<file path="src/rtl/cmp_out_pkg.sv">
package cmp_out_pkg;
  localparam int NCMP = 3;            // compare channels
  localparam int AW   = 3;            // register address width
  localparam logic [AW-1:0] ADDR_SE  = 3'd3;
  localparam logic [AW-1:0] ADDR_RTE = 3'd4;
  localparam int NOV  = 2;            // overflow flags: byte, full
  localparam int NFLG = NCMP + NOV;
endpackage

</file>
<file path="src/rtl/cmp_out_match.sv">
module cmp_out_match
  import cmp_out_pkg::*;
#(
  parameter int TW = 16
) (
  input  logic          clk,
  input  logic          rst,
  input  logic [TW-1:0] tmr,
  input  logic          wr_en,
  input  logic [AW-1:0] wr_addr,
  input  logic [TW-1:0] wr_data,
  output logic [NCMP-1:0] hit
);
  logic [NCMP-1:0] eq;
  logic [NCMP-1:0] eq_q;

  for (genvar i = 0; i < NCMP; i++) begin : g_ch
    logic [TW-1:0] cmp_q;

    always_ff @(posedge clk) begin
      if (rst) begin
        cmp_q <= '0;
      end else if (wr_en && (wr_addr == AW'(i))) begin
        cmp_q <= wr_data;
      end
    end

    assign eq[i] = (tmr == cmp_q);
  end

  // previous equality; reset high so a timer parked on the value after
  // reset does not fire
  always_ff @(posedge clk) begin
    if (rst) eq_q <= '1;
    else     eq_q <= eq;
  end

  assign hit = eq & ~eq_q;
endmodule

</file>
<file path="src/rtl/cmp_out_wrap.sv">
module cmp_out_wrap
  import cmp_out_pkg::*;
#(
  parameter int TW = 16,
  parameter int BW = 8
) (
  input  logic           clk,
  input  logic           rst,
  input  logic [TW-1:0]  tmr,
  output logic [NOV-1:0] wrap
);
  logic [TW-1:0] tmr_q;

  always_ff @(posedge clk) begin
    if (rst) tmr_q <= '0;
    else     tmr_q <= tmr;
  end

  assign wrap[0] = (tmr[BW-1:0] == '0) && (tmr_q[BW-1:0] == '1);
  assign wrap[1] = (tmr == '0) && (tmr_q == '1);
endmodule

</file>
<file path="src/rtl/cmp_out_port.sv">
module cmp_out_port #(
  parameter int NSR = 6,
  parameter int NTG = 2,
  localparam int W  = NSR + NTG
) (
  input  logic           clk,
  input  logic           rst,
  input  logic           hit_set,
  input  logic           hit_rst,
  input  logic           se_wr,
  input  logic           rte_wr,
  input  logic [W-1:0]   wdata,
  output logic [NSR-1:0] se_en,
  output logic [W-1:0]   rte_en,
  output logic [W-1:0]   port,
  output logic [W-1:0]   se_rd
);
  logic [NSR-1:0] sr_q, sr_n;
  logic [NTG-1:0] tg_q, tg_n;

  always_comb begin
    sr_n = sr_q;
    if (hit_set) sr_n = sr_n | se_en;
    if (hit_rst) sr_n = sr_n & ~rte_en[NSR-1:0];   // reset applied last: wins
  end

  always_comb begin
    tg_n = tg_q;
    if (se_wr)        tg_n = wdata[W-1:NSR];
    else if (hit_rst) tg_n = tg_q ^ rte_en[W-1:NSR];
  end

  always_ff @(posedge clk) begin
    if (rst) begin
      se_en  <= '0;
      rte_en <= '0;
      sr_q   <= '0;
      tg_q   <= '0;
    end else begin
      if (se_wr)  se_en  <= wdata[NSR-1:0];
      if (rte_wr) rte_en <= wdata;
      sr_q <= sr_n;
      tg_q <= tg_n;
    end
  end

  assign port  = {tg_q, sr_q};
  assign se_rd = {tg_q, se_en};
endmodule

</file>
<file path="src/rtl/cmp_out_flags.sv">
module cmp_out_flags
  import cmp_out_pkg::*;
(
  input  logic            clk,
  input  logic            rst,
  input  logic [NCMP-1:0] hit,
  input  logic [NOV-1:0]  wrap,
  input  logic [NFLG-1:0] clr,
  output logic [NCMP-1:0] cm_flag,
  output logic [NOV-1:0]  ov_flag,
  output logic [NFLG-1:0] irq_req
);
  logic [NCMP-1:0] req_q;

  always_ff @(posedge clk) begin
    if (rst) begin
      cm_flag <= '0;
      ov_flag <= '0;
      req_q   <= '0;
    end else begin
      cm_flag <= (cm_flag & ~clr[NCMP-1:0]) | hit;
      ov_flag <= (ov_flag & ~clr[NFLG-1:NCMP]) | wrap;
      req_q   <= cm_flag;   // extra stage: match requests lag their flags
    end
  end

  assign irq_req = {ov_flag, req_q};
endmodule

</file>
<file path="src/rtl/cmp_out_unit.sv">
module cmp_out_unit
  import cmp_out_pkg::*;
#(
  parameter int TW  = 16,
  parameter int NSR = 6,
  parameter int NTG = 2,
  localparam int W  = NSR + NTG
) (
  input  logic            clk,
  input  logic            rst,
  input  logic [TW-1:0]   tmr,
  input  logic            wr_en,
  input  logic [AW-1:0]   wr_addr,
  input  logic [TW-1:0]   wr_data,
  input  logic [NFLG-1:0] flag_clr,
  output logic [W-1:0]    port_out,
  output logic [W-1:0]    se_rd,
  output logic [NCMP-1:0] cm_flag,
  output logic [NOV-1:0]  ov_flag,
  output logic [NFLG-1:0] irq_req
);
  logic [NCMP-1:0] cm_hit;
  logic [NOV-1:0]  wrap;
  logic [NSR-1:0]  se_en;
  logic [W-1:0]    rte_en;
  logic            se_wr, rte_wr;

  assign se_wr  = wr_en && (wr_addr == ADDR_SE);
  assign rte_wr = wr_en && (wr_addr == ADDR_RTE);

  cmp_out_match #(.TW(TW)) u_match (
    .clk(clk), .rst(rst), .tmr(tmr), .wr_en(wr_en), .wr_addr(wr_addr),
    .wr_data(wr_data), .hit(cm_hit)
  );

  cmp_out_wrap #(.TW(TW), .BW(8)) u_wrap (
    .clk(clk), .rst(rst), .tmr(tmr), .wrap(wrap)
  );

  cmp_out_port #(.NSR(NSR), .NTG(NTG)) u_port (
    .clk(clk), .rst(rst), .hit_set(cm_hit[0]), .hit_rst(cm_hit[1]),
    .se_wr(se_wr), .rte_wr(rte_wr), .wdata(wr_data[W-1:0]),
    .se_en(se_en), .rte_en(rte_en), .port(port_out), .se_rd(se_rd)
  );

  cmp_out_flags u_flags (
    .clk(clk), .rst(rst), .hit(cm_hit), .wrap(wrap), .clr(flag_clr),
    .cm_flag(cm_flag), .ov_flag(ov_flag), .irq_req(irq_req)
  );
endmodule

</file>
<file path="config.mk">
export PLATFORM = sky130hd
export DESIGN_NAME = cmp_out_unit
export DESIGN_NICKNAME = d
export VERILOG_FILES = /design/src/rtl/cmp_out_pkg.sv /design/src/rtl/cmp_out_match.sv /design/src/rtl/cmp_out_wrap.sv /design/src/rtl/cmp_out_port.sv /design/src/rtl/cmp_out_flags.sv /design/src/rtl/cmp_out_unit.sv
export SDC_FILE = /design/constraint.sdc
export NUM_CORES = 1
export LEC_CHECK = 0
export ABC_AREA = 1
export CORE_MARGIN = 2
export CORE_UTILIZATION = 45
export DETAILED_ROUTE_END_ITERATION = 8
export HOLD_SLACK_MARGIN = 0.12
export PLACE_DENSITY = 0.69
export SLEW_MARGIN = 0
export SYNTH_ARGS = -nofsm -noshare
export SYNTH_HDL_FRONTEND = slang
export SYNTH_SLANG_ARGS = --single-unit
export TNS_END_PERCENT = 10
</file>
<file path="constraint.sdc">
create_clock -name clk -period 3.9 [get_ports clk]
set_clock_uncertainty 0.1 [all_clocks]
set_input_delay 0.585 -clock clk [delete_from_list [all_inputs] [get_ports clk]]
set_output_delay 0.585 -clock clk [all_outputs]
set_load 0.02 [all_outputs]
</file>
# Word-level counts from Yosys, hierarchy flattened
# Index checks and enable logic that the tools add are counted.
[totals]
regBits = 97
output_inout_bits = 26
wordCells = 48
[classes]
n_eq_ne = 9
mux = 4
bitwise_logic = 12
n_reduce_logical = 11
[ops]
columns = ["op", "count"]
rows = [
  ["16-bit equality test", 3],
  ["16-bit equality test (second input constant)", 1],
  ["16-bit zero test", 1],
  ["6-bit two-way mux", 2],
  ["8-bit equality test (second input constant)", 1],
  ["8-bit zero test", 1],
  ["1-bit logical AND", 7],
  ["3-bit AND", 2],
  ["6-bit AND", 1],
  ["3-bit by 2-bit equality test with 1-bit output (second input constant)", 2],
  ["3-bit NOT", 2],
  ["6-bit NOT", 1],
  ["6-bit OR", 1],
  ["2-bit two-way mux", 2],
  ["3-bit by 1-bit equality test with 1-bit output (second input constant)", 1],
  ["3-bit equality test (second input constant)", 1],
  ["3-bit zero test", 1],
  ["3-bit OR", 1],
  ["2-bit AND", 1],
  ["2-bit NOT", 1],
  ["2-bit OR", 1],
  ["2-bit nonzero test", 1],
  ["2-bit XOR", 1],
]

# Depth between registers and ports, before layout
# Gate-level depths: netlist of run 1.
[logic_depth]
ltp_word = 5
depth_mapped = 11
ltp_nobuf = 11

# Cells and area by module
# A second synthesis of run 1 with hierarchy kept.
[unflattened]
cells_unflattened = 675
hier_area_um2 = 4558.1
[by_module_without_submodules]
columns = ["mod", "n_inst", "cells_per_inst", "area_each_um2"]
rows = [
  ["cmp_out_match", 1, 428, 2713.9],
  ["cmp_out_port", 1, 115, 894.6],
  ["cmp_out_wrap", 1, 86, 594.3],
  ["cmp_out_flags", 1, 37, 321.6],
  ["cmp_out_unit", 1, 9, 33.8],
]

# Worst setup path before layout of run 1
# No wires, ideal clock.
[synth_timing]
kind = "input to register"
from = "input port wr_en"
to = "register u_match.g_ch[1].cmp_q[10]"
arrival_ns = 1.406
t_required_ns = 3.681
path_slack_ns = 2.274
cell_stages = 8
cell_sequence = "inv_1 > nor2_4 > inv_2 > nor3_4 > inv_2 > buf_2 > o21ai_0 > a21oi_1"
[synth_between]
elab_chain_cells = 1
[synth_rtl]
columns = ["item", "line", "source"]
rows = [
  ["from (decl)", "cmp_out_unit.sv:12", "input logic wr_en,"],
  ["1-bit logical AND", "cmp_out_match.sv:23", "end else if (wr_en && (wr_addr == AW'(i))) begin"],
  ["to (signal assigned)", "cmp_out_match.sv:24", "cmp_q <= wr_data;"],
  ["to (decl)", "cmp_out_match.sv:18", "logic [TW-1:0] cmp_q;"],
]
# Every way passes these cells.
# A chain may end at the register's enable or synchronous reset.

# Worst setup path in the final report of run 1
[layout_timing]
from = "input port wr_addr[0]"
to = "register u_match.g_ch[2].cmp_q[6]"
[layout_between]
elab_chain_cells = 2
[layout_rtl]
columns = ["item", "line", "source"]
rows = [
  ["from (decl)", "cmp_out_unit.sv:13", "input logic [AW-1:0] wr_addr,"],
  ["3-bit by 2-bit equality test with 1-bit output", "cmp_out_match.sv:23", ""],
  ["1-bit logical AND", "cmp_out_match.sv:23", ""],
  ["to (signal assigned)", "cmp_out_match.sv:24", ""],
  ["to (decl)", "cmp_out_match.sv:18", ""],
]
# Every way passes these cells.

==> results of run 1 <==
-- cell usage after synthesis, drive strengths merged --
master  count  share of area
a21oi      32          0.039
buf        10          0.016
clkbuf     11          0.015
clkinv      3         0.0028
dfxtp      97           0.48
inv        55          0.051
nand2      84          0.078
nand3       7          0.014
nand4      11          0.017
nor2      129           0.12
nor3        2         0.0052
nor4        2         0.0031
o21ai      64          0.079
o22ai       2         0.0031
o32ai       1         0.0021
or2         1         0.0015
xnor2      16          0.034
xor2       18          0.039
-- metrics by stage --
step	setup slack (ns)	instance area [um^2]	utilization	hold WS [ns]	instances
5_1_grt	1.287	5009	0.5715	0.3646	718
6_report	1.548	5009	0.5715	0.3441	718
4_1_cts	1.554	5009	0.5715	0.3451	718
3_3_place_gp	1.243	4778	0.5453	0.3368	702
3_5_place_dp	1.169	4778	0.5453	0.3319	702
2_1_floorplan	2.274	4075	-	0.3437	545
-- per-layer routing --
layer	vias to the layer above	part of all wire	GRT usage
met1	1579	0.47	0.2649
met3	9	0.042	0.02881
li1	1833	-	-
met2	54	0.48	0.3228
met5	-	0	0
met4	0	0.011	0.06322
-- kinds of logic (layout without fill, tap and decap cells) --
logic type      after synthesis  count (layout)  synth area share
buf+inv                      79             144           0.08474
flops                        97              97            0.4765
simple gates                236             236            0.2426
compound gates               99              99            0.1231
xor+xnor                     34              34           0.07307
-- cell type report --
class | count | area [um^2]
fillers | 820 | 3755
clock buffers | 12 | 155.1
flip-flops and latches | 97 | 1942
multi-input cells | 369 | 1788
clock inverters | 4 | 75.07
repair buffers | 70 | 695.7
inverters | 58 | 217.7
well taps | 108 | 135.1
-- layout by cell type, fill, tap and decap left out, types with 14 or more instances in the layout --
master	count
sky130_fd_sc_hd__nor2_1	125
sky130_fd_sc_hd__dfxtp_1	97
sky130_fd_sc_hd__nand2_1	83
sky130_fd_sc_hd__clkdlybuf4s50_1	68
sky130_fd_sc_hd__o21ai_0	63
sky130_fd_sc_hd__inv_1	41
sky130_fd_sc_hd__a21oi_1	32
sky130_fd_sc_hd__xor2_1	18
sky130_fd_sc_hd__xnor2_1	16
sky130_fd_sc_hd__inv_2	14
-- report_power, final --
group          internal [mW]  total (mW)  switching [mW]
Sequential              1.02        1.04          0.0154
Combinational         0.0906       0.204           0.114
Clock                  0.397       0.740           0.343
Total                   1.51        1.98           0.473
-- worst max-delay path by stage --
stage / to / slack (ns) / depth (start not counted)
final: u_match.g_ch[2].cmp_q[6]$_SDFFE_PP0P_ / 1.55 / 6
after global routing: u_match.g_ch[2].cmp_q[7]$_SDFFE_PP0P_ / 1.29 / 6
after CTS: u_match.g_ch[2].cmp_q[6]$_SDFFE_PP0P_ / 1.55 / 6
after detailed placement: u_match.g_ch[2].cmp_q[6]$_SDFFE_PP0P_ / 1.17 / 6
after global placement: u_match.g_ch[2].cmp_q[7]$_SDFFE_PP0P_ / 1.24 / 6
after floorplan: u_match.g_ch[1].cmp_q[10]$_SDFFE_PP0P_ / 2.27 / 8
-- sequential cells by signal (all words and copies together), names as in the netlist --
name                flops
u_flags.cm_flag         3
u_flags.ov_flag         2
u_flags.req_q           3
u_match.eq_q            3
u_match.g_ch.cmp_q     48
u_port.rte_en           8
u_port.se_en            6
u_port.sr_q             6
u_port.tg_q             2
u_wrap.tmr_q           16
-- critical path, cell delays in order --
cell	delay [ns]
sky130_fd_sc_hd__clkdlybuf4s50_1	0.52
sky130_fd_sc_hd__inv_1	0.10
sky130_fd_sc_hd__nand3_1	0.37
sky130_fd_sc_hd__clkinv_1	0.52
sky130_fd_sc_hd__o21ai_0	0.33
sky130_fd_sc_hd__a21oi_1	0.06
==> impl_metrics.prom, run 1 <==
# TYPE chip_impl_metric gauge
chip_impl_metric{name="synth.distinct_cells",unit=""} 29
chip_impl_metric{name="cells_after_synthesis",unit=""} 545
chip_impl_metric{name="grt-ovfl-total",unit=""} 0
chip_impl_info{name="clockRootBuffer",value="sky130_fd_sc_hd__clkbuf_8"} 1
chip_impl_info{name="tritoncts",value="done"} 1
chip_impl_metric{name="ir_worst_vdd",unit="mV"} 0.1947
chip_impl_metric{name="fin_crit_sh",unit=""} 0.6031
chip_impl_metric{name="grt_first_pass_wirelength",unit="mm"} 15.37
chip_impl_info{name="hold_path.class",value="reg2reg"} 1
chip_impl_metric{name="clock_tree.htree_level_count",unit=""} 3
chip_impl_info{name="status",value="completed"} 1
chip_impl_metric{name="core_region_area",unit="um^2"} 8763
chip_impl_metric{name="numCtsBuffers",unit=""} 9
chip_impl_metric{name="holdPathStages",unit=""} 2
chip_impl_info{name="r2r-end",value="u_port.sr_q[3]$_SDFF_PP0_"} 1
chip_impl_metric{name="drt_pass1_iterations",unit=""} 4
chip_impl_metric{name="fraction_of_layout_instances_using_a_drive_strength_above_1",unit=""} 0.06721
chip_impl_metric{name="finalHoldViolations",unit=""} 0
chip_impl_metric{name="timing.final.setup_violations",unit=""} 0
chip_impl_metric{name="drt_iter0_drc",unit=""} 197
chip_impl_metric{name="cts_hold_repair.buffers",unit=""} 0
chip_impl_metric{name="die_area",unit="um^2"} 9833
chip_impl_metric{name="synth_seq_area_share",unit=""} 0.4765
chip_impl_metric{name="initial_utilization",unit=""} 0.4650
chip_impl_metric{name="cp_max_fanout",unit=""} 18
chip_impl_metric{name="port_buffers",unit=""} 68
chip_impl_metric{name="power_density",unit="nW/um^2"} 395.9
chip_impl_metric{name="globalRouteTotalUtil",unit=""} 0.1956
chip_impl_info{name="timing_worst_setup_path_type",value="in2reg"} 1
chip_impl_metric{name="ff2ff_path_depth",unit=""} 11
chip_impl_info{name="cp-start-kind",value="primary input"} 1
chip_impl_metric{name="post_cts_repair_timing_setup_buffer_count",unit=""} 0
chip_impl_metric{name="route.antenna.remaining_nets",unit=""} 0
chip_impl_metric{name="timing.reg2reg.setup_slack",unit="ns"} 2.26
chip_impl_info{name="crit_path_end_kind",value="register"} 1
chip_impl_metric{name="grt_max_degree",unit=""} 74
chip_impl_metric{name="timing.fmax",unit="GHz"} 0.4251
chip_impl_metric{name="vias_in_the_first_global_route",unit=""} 3193
chip_impl_info{name="worstHoldStart",value="u_flags.cm_flag[2]$_SDFF_PP0_"} 1
chip_impl_metric{name="syn-cell-area",unit="um^2"} 4075
chip_impl_info{name="crit_path_launch",value="wr_addr[0]"} 1
chip_impl_info{name="timing.rr.start",value="u_match.g_ch[1].cmp_q[0]$_SDFFE_PP0P_"} 1
chip_impl_metric{name="post-dp-hpwl",unit="mm"} 6.762
chip_impl_metric{name="routed_wirelength",unit="mm"} 9.349
chip_impl_metric{name="die_w",unit="um"} 99.16
chip_impl_metric{name="drc_errors",unit=""} 0
chip_impl_metric{name="finalWeightedCongestion",unit=""} 0.7967
chip_impl_metric{name="clock_transition_time_at_the_flip_flop_clock_pins_of_the_worst_setup_and_hold_paths",unit="ns"} 0.09
chip_impl_metric{name="setup_total_negative_slack",unit="ns"} 0
chip_impl_metric{name="p_leak",unit="nW"} 2.046
chip_impl_metric{name="boundaryPins",unit=""} 69
chip_impl_metric{name="postSynthAreaPerCell",unit="um^2"} 7.477
chip_impl_metric{name="number_of_warnings_issued_by_yosys",unit=""} 0
chip_impl_metric{name="syn_nets",unit=""} 588
chip_impl_metric{name="worstPathArrival",unit="ns"} 2.49
chip_impl_metric{name="insertion_delay",unit="ns"} 0.36
chip_impl_info{name="rsz0062_at_grt",value="false"} 1
chip_impl_metric{name="routed_wirelength_normalized_by_instance_count",unit="um"} 13.02
chip_impl_metric{name="area.growth.synth_to_final",unit="%"} 22.90
chip_impl_metric{name="via_count",unit=""} 3475
chip_impl_metric{name="final_period_minus_worst_setup_slack",unit="ns"} 2.352
chip_impl_metric{name="report.final.slew_viol_count",unit=""} 0
chip_impl_info{name="timing.hold.worst_endpoint",value="u_flags.req_q[2]$_SDFF_PP0_"} 1
chip_impl_metric{name="max-slew-margin-rel",unit=""} 0.5844
chip_impl_metric{name="critPathRequiredTime",unit="ns"} 4.04
chip_impl_metric{name="post_cts.resized_instances",unit=""} 0
chip_impl_metric{name="cts.sinks",unit=""} 97
chip_impl_metric{name="maximum_capacitance_violations",unit=""} 0
chip_impl_metric{name="antenna_found_initial",unit=""} 0
chip_impl_metric{name="detail_route.vias_per_cell",unit=""} 4.840
chip_impl_metric{name="clockBufferDepth",unit=""} 2
chip_impl_metric{name="finalNetCount",unit=""} 648
chip_impl_metric{name="tightestPinTransition",unit="ns"} 0.6234
chip_impl_metric{name="fp-row-count",unit=""} 34
chip_impl_metric{name="totalPowerFinal",unit="mW"} 1.983
chip_impl_metric{name="post_synthesis_register_bit_count",unit=""} 97
chip_impl_metric{name="fp.dieH",unit="um"} 99.16
chip_impl_metric{name="antennaDiodeCount",unit=""} 0
Power figures use the tool's default switching activity.
==> run 2, diff against run 1 <==
==> constraint.sdc (replaced) <==
create_clock -name clk -period 2.4 [get_ports clk]
set_clock_uncertainty 0.1 [all_clocks]
set_input_delay 0.36 -clock clk [delete_from_list [all_inputs] [get_ports clk]]
set_output_delay 0.36 -clock clk [all_outputs]
set_load 0.02 [all_outputs]
==> run 2 against run 1 <==
Worst hold slack improved by 0.014 ns. Cell count is 0.70% higher. Sequential share of layout area shrank 0.19 points. Final area increased by 0.50%. Core utilization increased by 0.29 points. Clock-buffer cell count decreased by 1. Sequential power up 63%. Global-route usage grew 0.71 points. Setup slack worse by 1.0 ns. Critical endpoint is now port_out[6]. Largest power group unchanged.
==> impl_metrics.prom, run 2 (same netlist as run 1, synthesis figures left out) <==
# TYPE chip_impl_metric gauge
chip_impl_info{name="hold_path.class",value="reg2reg"} 1
chip_impl_info{name="clockRootBuffer",value="sky130_fd_sc_hd__clkbuf_8"} 1
chip_impl_metric{name="cp_max_fanout",unit=""} 4
chip_impl_metric{name="critical_path.n_buffers_inverters",unit=""} 1
chip_impl_info{name="rsz0062_at_grt",value="false"} 1
chip_impl_metric{name="relative_contribution_of_combinational_cells_to_total_power",unit=""} 0.110
chip_impl_metric{name="boundaryPins",unit=""} 69
chip_impl_metric{name="route.antenna.remaining_nets",unit=""} 0
chip_impl_info{name="crit_path_end_kind",value="output pin"} 1
chip_impl_metric{name="clock_transition_time_at_the_flip_flop_clock_pins_of_the_worst_setup_and_hold_paths",unit="ns"} 0.10
chip_impl_metric{name="cts_hold_repair.buffers",unit=""} 0
chip_impl_metric{name="final_period_minus_worst_setup_slack",unit="ns"} 1.874
chip_impl_metric{name="intPower",unit="mW"} 2.350
chip_impl_metric{name="timing.fmax",unit="GHz"} 0.5335
chip_impl_info{name="timing_worst_setup_path_type",value="reg2out"} 1
chip_impl_metric{name="globalRouteTotalUtil",unit=""} 0.2027
chip_impl_metric{name="worstPathArrival",unit="ns"} 1.41
chip_impl_metric{name="power_switching",unit="mW"} 0.7675
chip_impl_metric{name="drc_errors",unit=""} 0
chip_impl_metric{name="timing.final.setup_violations",unit=""} 0
chip_impl_metric{name="finalNetCount",unit=""} 653
chip_impl_metric{name="fin_crit_sh",unit=""} 0.7810
chip_impl_metric{name="antennaDiodeCount",unit=""} 0
chip_impl_metric{name="fraction_of_layout_instances_using_a_drive_strength_above_1",unit=""} 0.07642
chip_impl_metric{name="post_cts.resized_instances",unit=""} 0
chip_impl_metric{name="p_leak",unit="nW"} 2.074
chip_impl_metric{name="via_count",unit=""} 3590
chip_impl_info{name="cp-start-kind",value="register"} 1
chip_impl_metric{name="initial_utilization",unit=""} 0.4650
chip_impl_metric{name="drt_pass1_iterations",unit=""} 4
chip_impl_info{name="cp_delay_by_family_top",value="buffers and inverters"} 1
chip_impl_info{name="crit_path_top_delay_cell",value="sky130_fd_sc_hd__clkdlybuf4s50_1"} 1
chip_impl_metric{name="grt_max_degree",unit=""} 74
chip_impl_metric{name="ir_worst_vdd",unit="mV"} 0.3770
chip_impl_info{name="top_regs",value="u_match.g_ch.cmp_q x48, u_wrap.tmr_q x16, u_port.rte_en x8"} 1
chip_impl_metric{name="routed_wirelength_normalized_by_instance_count",unit="um"} 13.60
chip_impl_metric{name="largest_register_ffs",unit=""} 48
chip_impl_info{name="status",value="completed"} 1
chip_impl_metric{name="maximum_capacitance_violations",unit=""} 0
chip_impl_metric{name="setup_total_negative_slack",unit="ns"} 0
chip_impl_metric{name="hold_ws",unit="ns"} 0.3585
chip_impl_metric{name="grt_first_pass_wirelength",unit="mm"} 15.65
chip_impl_metric{name="report.final.slew_viol_count",unit=""} 0
chip_impl_metric{name="seq_power_share",unit=""} 0.541
chip_impl_info{name="top_register",value="u_match.g_ch.cmp_q"} 1
chip_impl_metric{name="critPathRequiredTime",unit="ns"} 1.94
chip_impl_metric{name="insertion_delay",unit="ns"} 0.36
chip_impl_metric{name="sw_frac_of_total",unit=""} 0.2462
chip_impl_metric{name="final_core_utilization",unit=""} 0.5744
chip_impl_metric{name="core_region_area",unit="um^2"} 8763
chip_impl_metric{name="max-slew-margin-rel",unit=""} 0.7118
chip_impl_metric{name="die_w",unit="um"} 99.16
chip_impl_info{name="most-common-layout-cells",value="125 x sky130_fd_sc_hd__nor2_1, 97 x sky130_fd_sc_hd__dfxtp_1, 83 x sky130_fd_sc_hd__nand2_1"} 1
chip_impl_metric{name="tightestPinTransition",unit="ns"} 0.4316
chip_impl_metric{name="cts.sinks",unit=""} 97
chip_impl_info{name="layout.cells.most_common",value="sky130_fd_sc_hd__nor2_1"} 1
chip_impl_metric{name="post-dp-hpwl",unit="mm"} 6.972
chip_impl_info{name="critical_path.cell_chain",value="clkdlybuf4s50_1"} 1
chip_impl_metric{name="post_cts_repair_timing_setup_buffer_count",unit=""} 0
chip_impl_metric{name="clock_tree.htree_level_count",unit=""} 3
chip_impl_metric{name="drt_iter0_drc",unit=""} 205
chip_impl_info{name="tritoncts",value="done"} 1
chip_impl_metric{name="routed_wirelength",unit="mm"} 9.831
chip_impl_metric{name="slowest_delay",unit="ns"} 0.64
chip_impl_metric{name="power_density",unit="nW/um^2"} 619.3
chip_impl_metric{name="finalInstanceArea",unit="um^2"} 5034
chip_impl_metric{name="fp-row-count",unit=""} 34
chip_impl_metric{name="finalHoldViolations",unit=""} 0
chip_impl_metric{name="die_area",unit="um^2"} 9833
chip_impl_metric{name="antenna_found_initial",unit=""} 0
chip_impl_metric{name="place_area",unit="um^2"} 4828
chip_impl_metric{name="pwr-share-clk",unit=""} 0.348
chip_impl_metric{name="timing.reg2reg.setup_slack",unit="ns"} 0.82
chip_impl_metric{name="grt-ovfl-total",unit=""} 0
chip_impl_metric{name="clockBufferDepth",unit=""} 2
chip_impl_metric{name="detail_route.vias_per_cell",unit=""} 4.965
chip_impl_metric{name="area.growth.synth_to_final",unit="%"} 23.52
chip_impl_metric{name="vias_in_the_first_global_route",unit=""} 3255
chip_impl_metric{name="port_buffers",unit=""} 68
chip_impl_metric{name="fp.dieH",unit="um"} 99.16
chip_impl_metric{name="finalWeightedCongestion",unit=""} 0.8916
chip_impl_metric{name="numCtsBuffers",unit=""} 9
run 2: power by group through the flow:
stage | sequential (mW) | combinational, mW | clock (mW)
2_1_floorplan | 1.72 | 0.182 | 0
6_report | 1.69 | 0.344 | 1.09
5_1_grt | 1.69 | 0.381 | 1.17
4_1_cts | 1.69 | 0.343 | 1.11
3_5_place_dp | 1.72 | 0.341 | 0
3_3_place_gp | 1.72 | 0.338 | 0
run 2: layer usage:
metal	vias to the layer above	part of all wire	track usage
met5	-	0	0
met4	0	0.017	0.08219
met3	15	0.057	0.04779
met2	91	0.45	0.3119
met1	1644	0.47	0.2758
li1	1840	-	-
run 2: area by class of cell:
| type | instances | area [um^2] |
|---|---|---|
| sequential | 97 | 1942 |
| fill | 809 | 3730 |
| tap | 108 | 135.1 |
| timing repair buffer | 75 | 745.7 |
| clock buffer | 11 | 151.4 |
| multi-input combinational | 369 | 1788 |
| inverter | 58 | 217.7 |
| clock inverter | 5 | 53.80 |
run 2: path summary, 6_finish.rpt:
check                                         from                          end  cells past startpoint
max                    u_port.tg_q[0]$_SDFFE_PP0P_                  port_out[6]                      1
min                  u_flags.cm_flag[2]$_SDFF_PP0_  u_flags.req_q[2]$_SDFF_PP0_                      2
max reg2reg  u_match.g_ch[0].cmp_q[0]$_SDFFE_PP0P_    u_port.sr_q[1]$_SDFF_PP0_                      8
min reg2reg          u_flags.cm_flag[2]$_SDFF_PP0_  u_flags.req_q[2]$_SDFF_PP0_                      2
run 2: metrics by stage:
stage / std cells / worst slack, ns / power, mW
2_1_floorplan: 545 / 0.9995 / 1.906
3_3_place_gp: 707 / 0.1792 / 2.061
3_5_place_dp: 707 / 0.1785 / 2.065
4_1_cts: 723 / 0.5119 / 3.138
5_1_grt: 723 / 0.3711 / 3.240
6_report: 723 / 0.5257 / 3.117
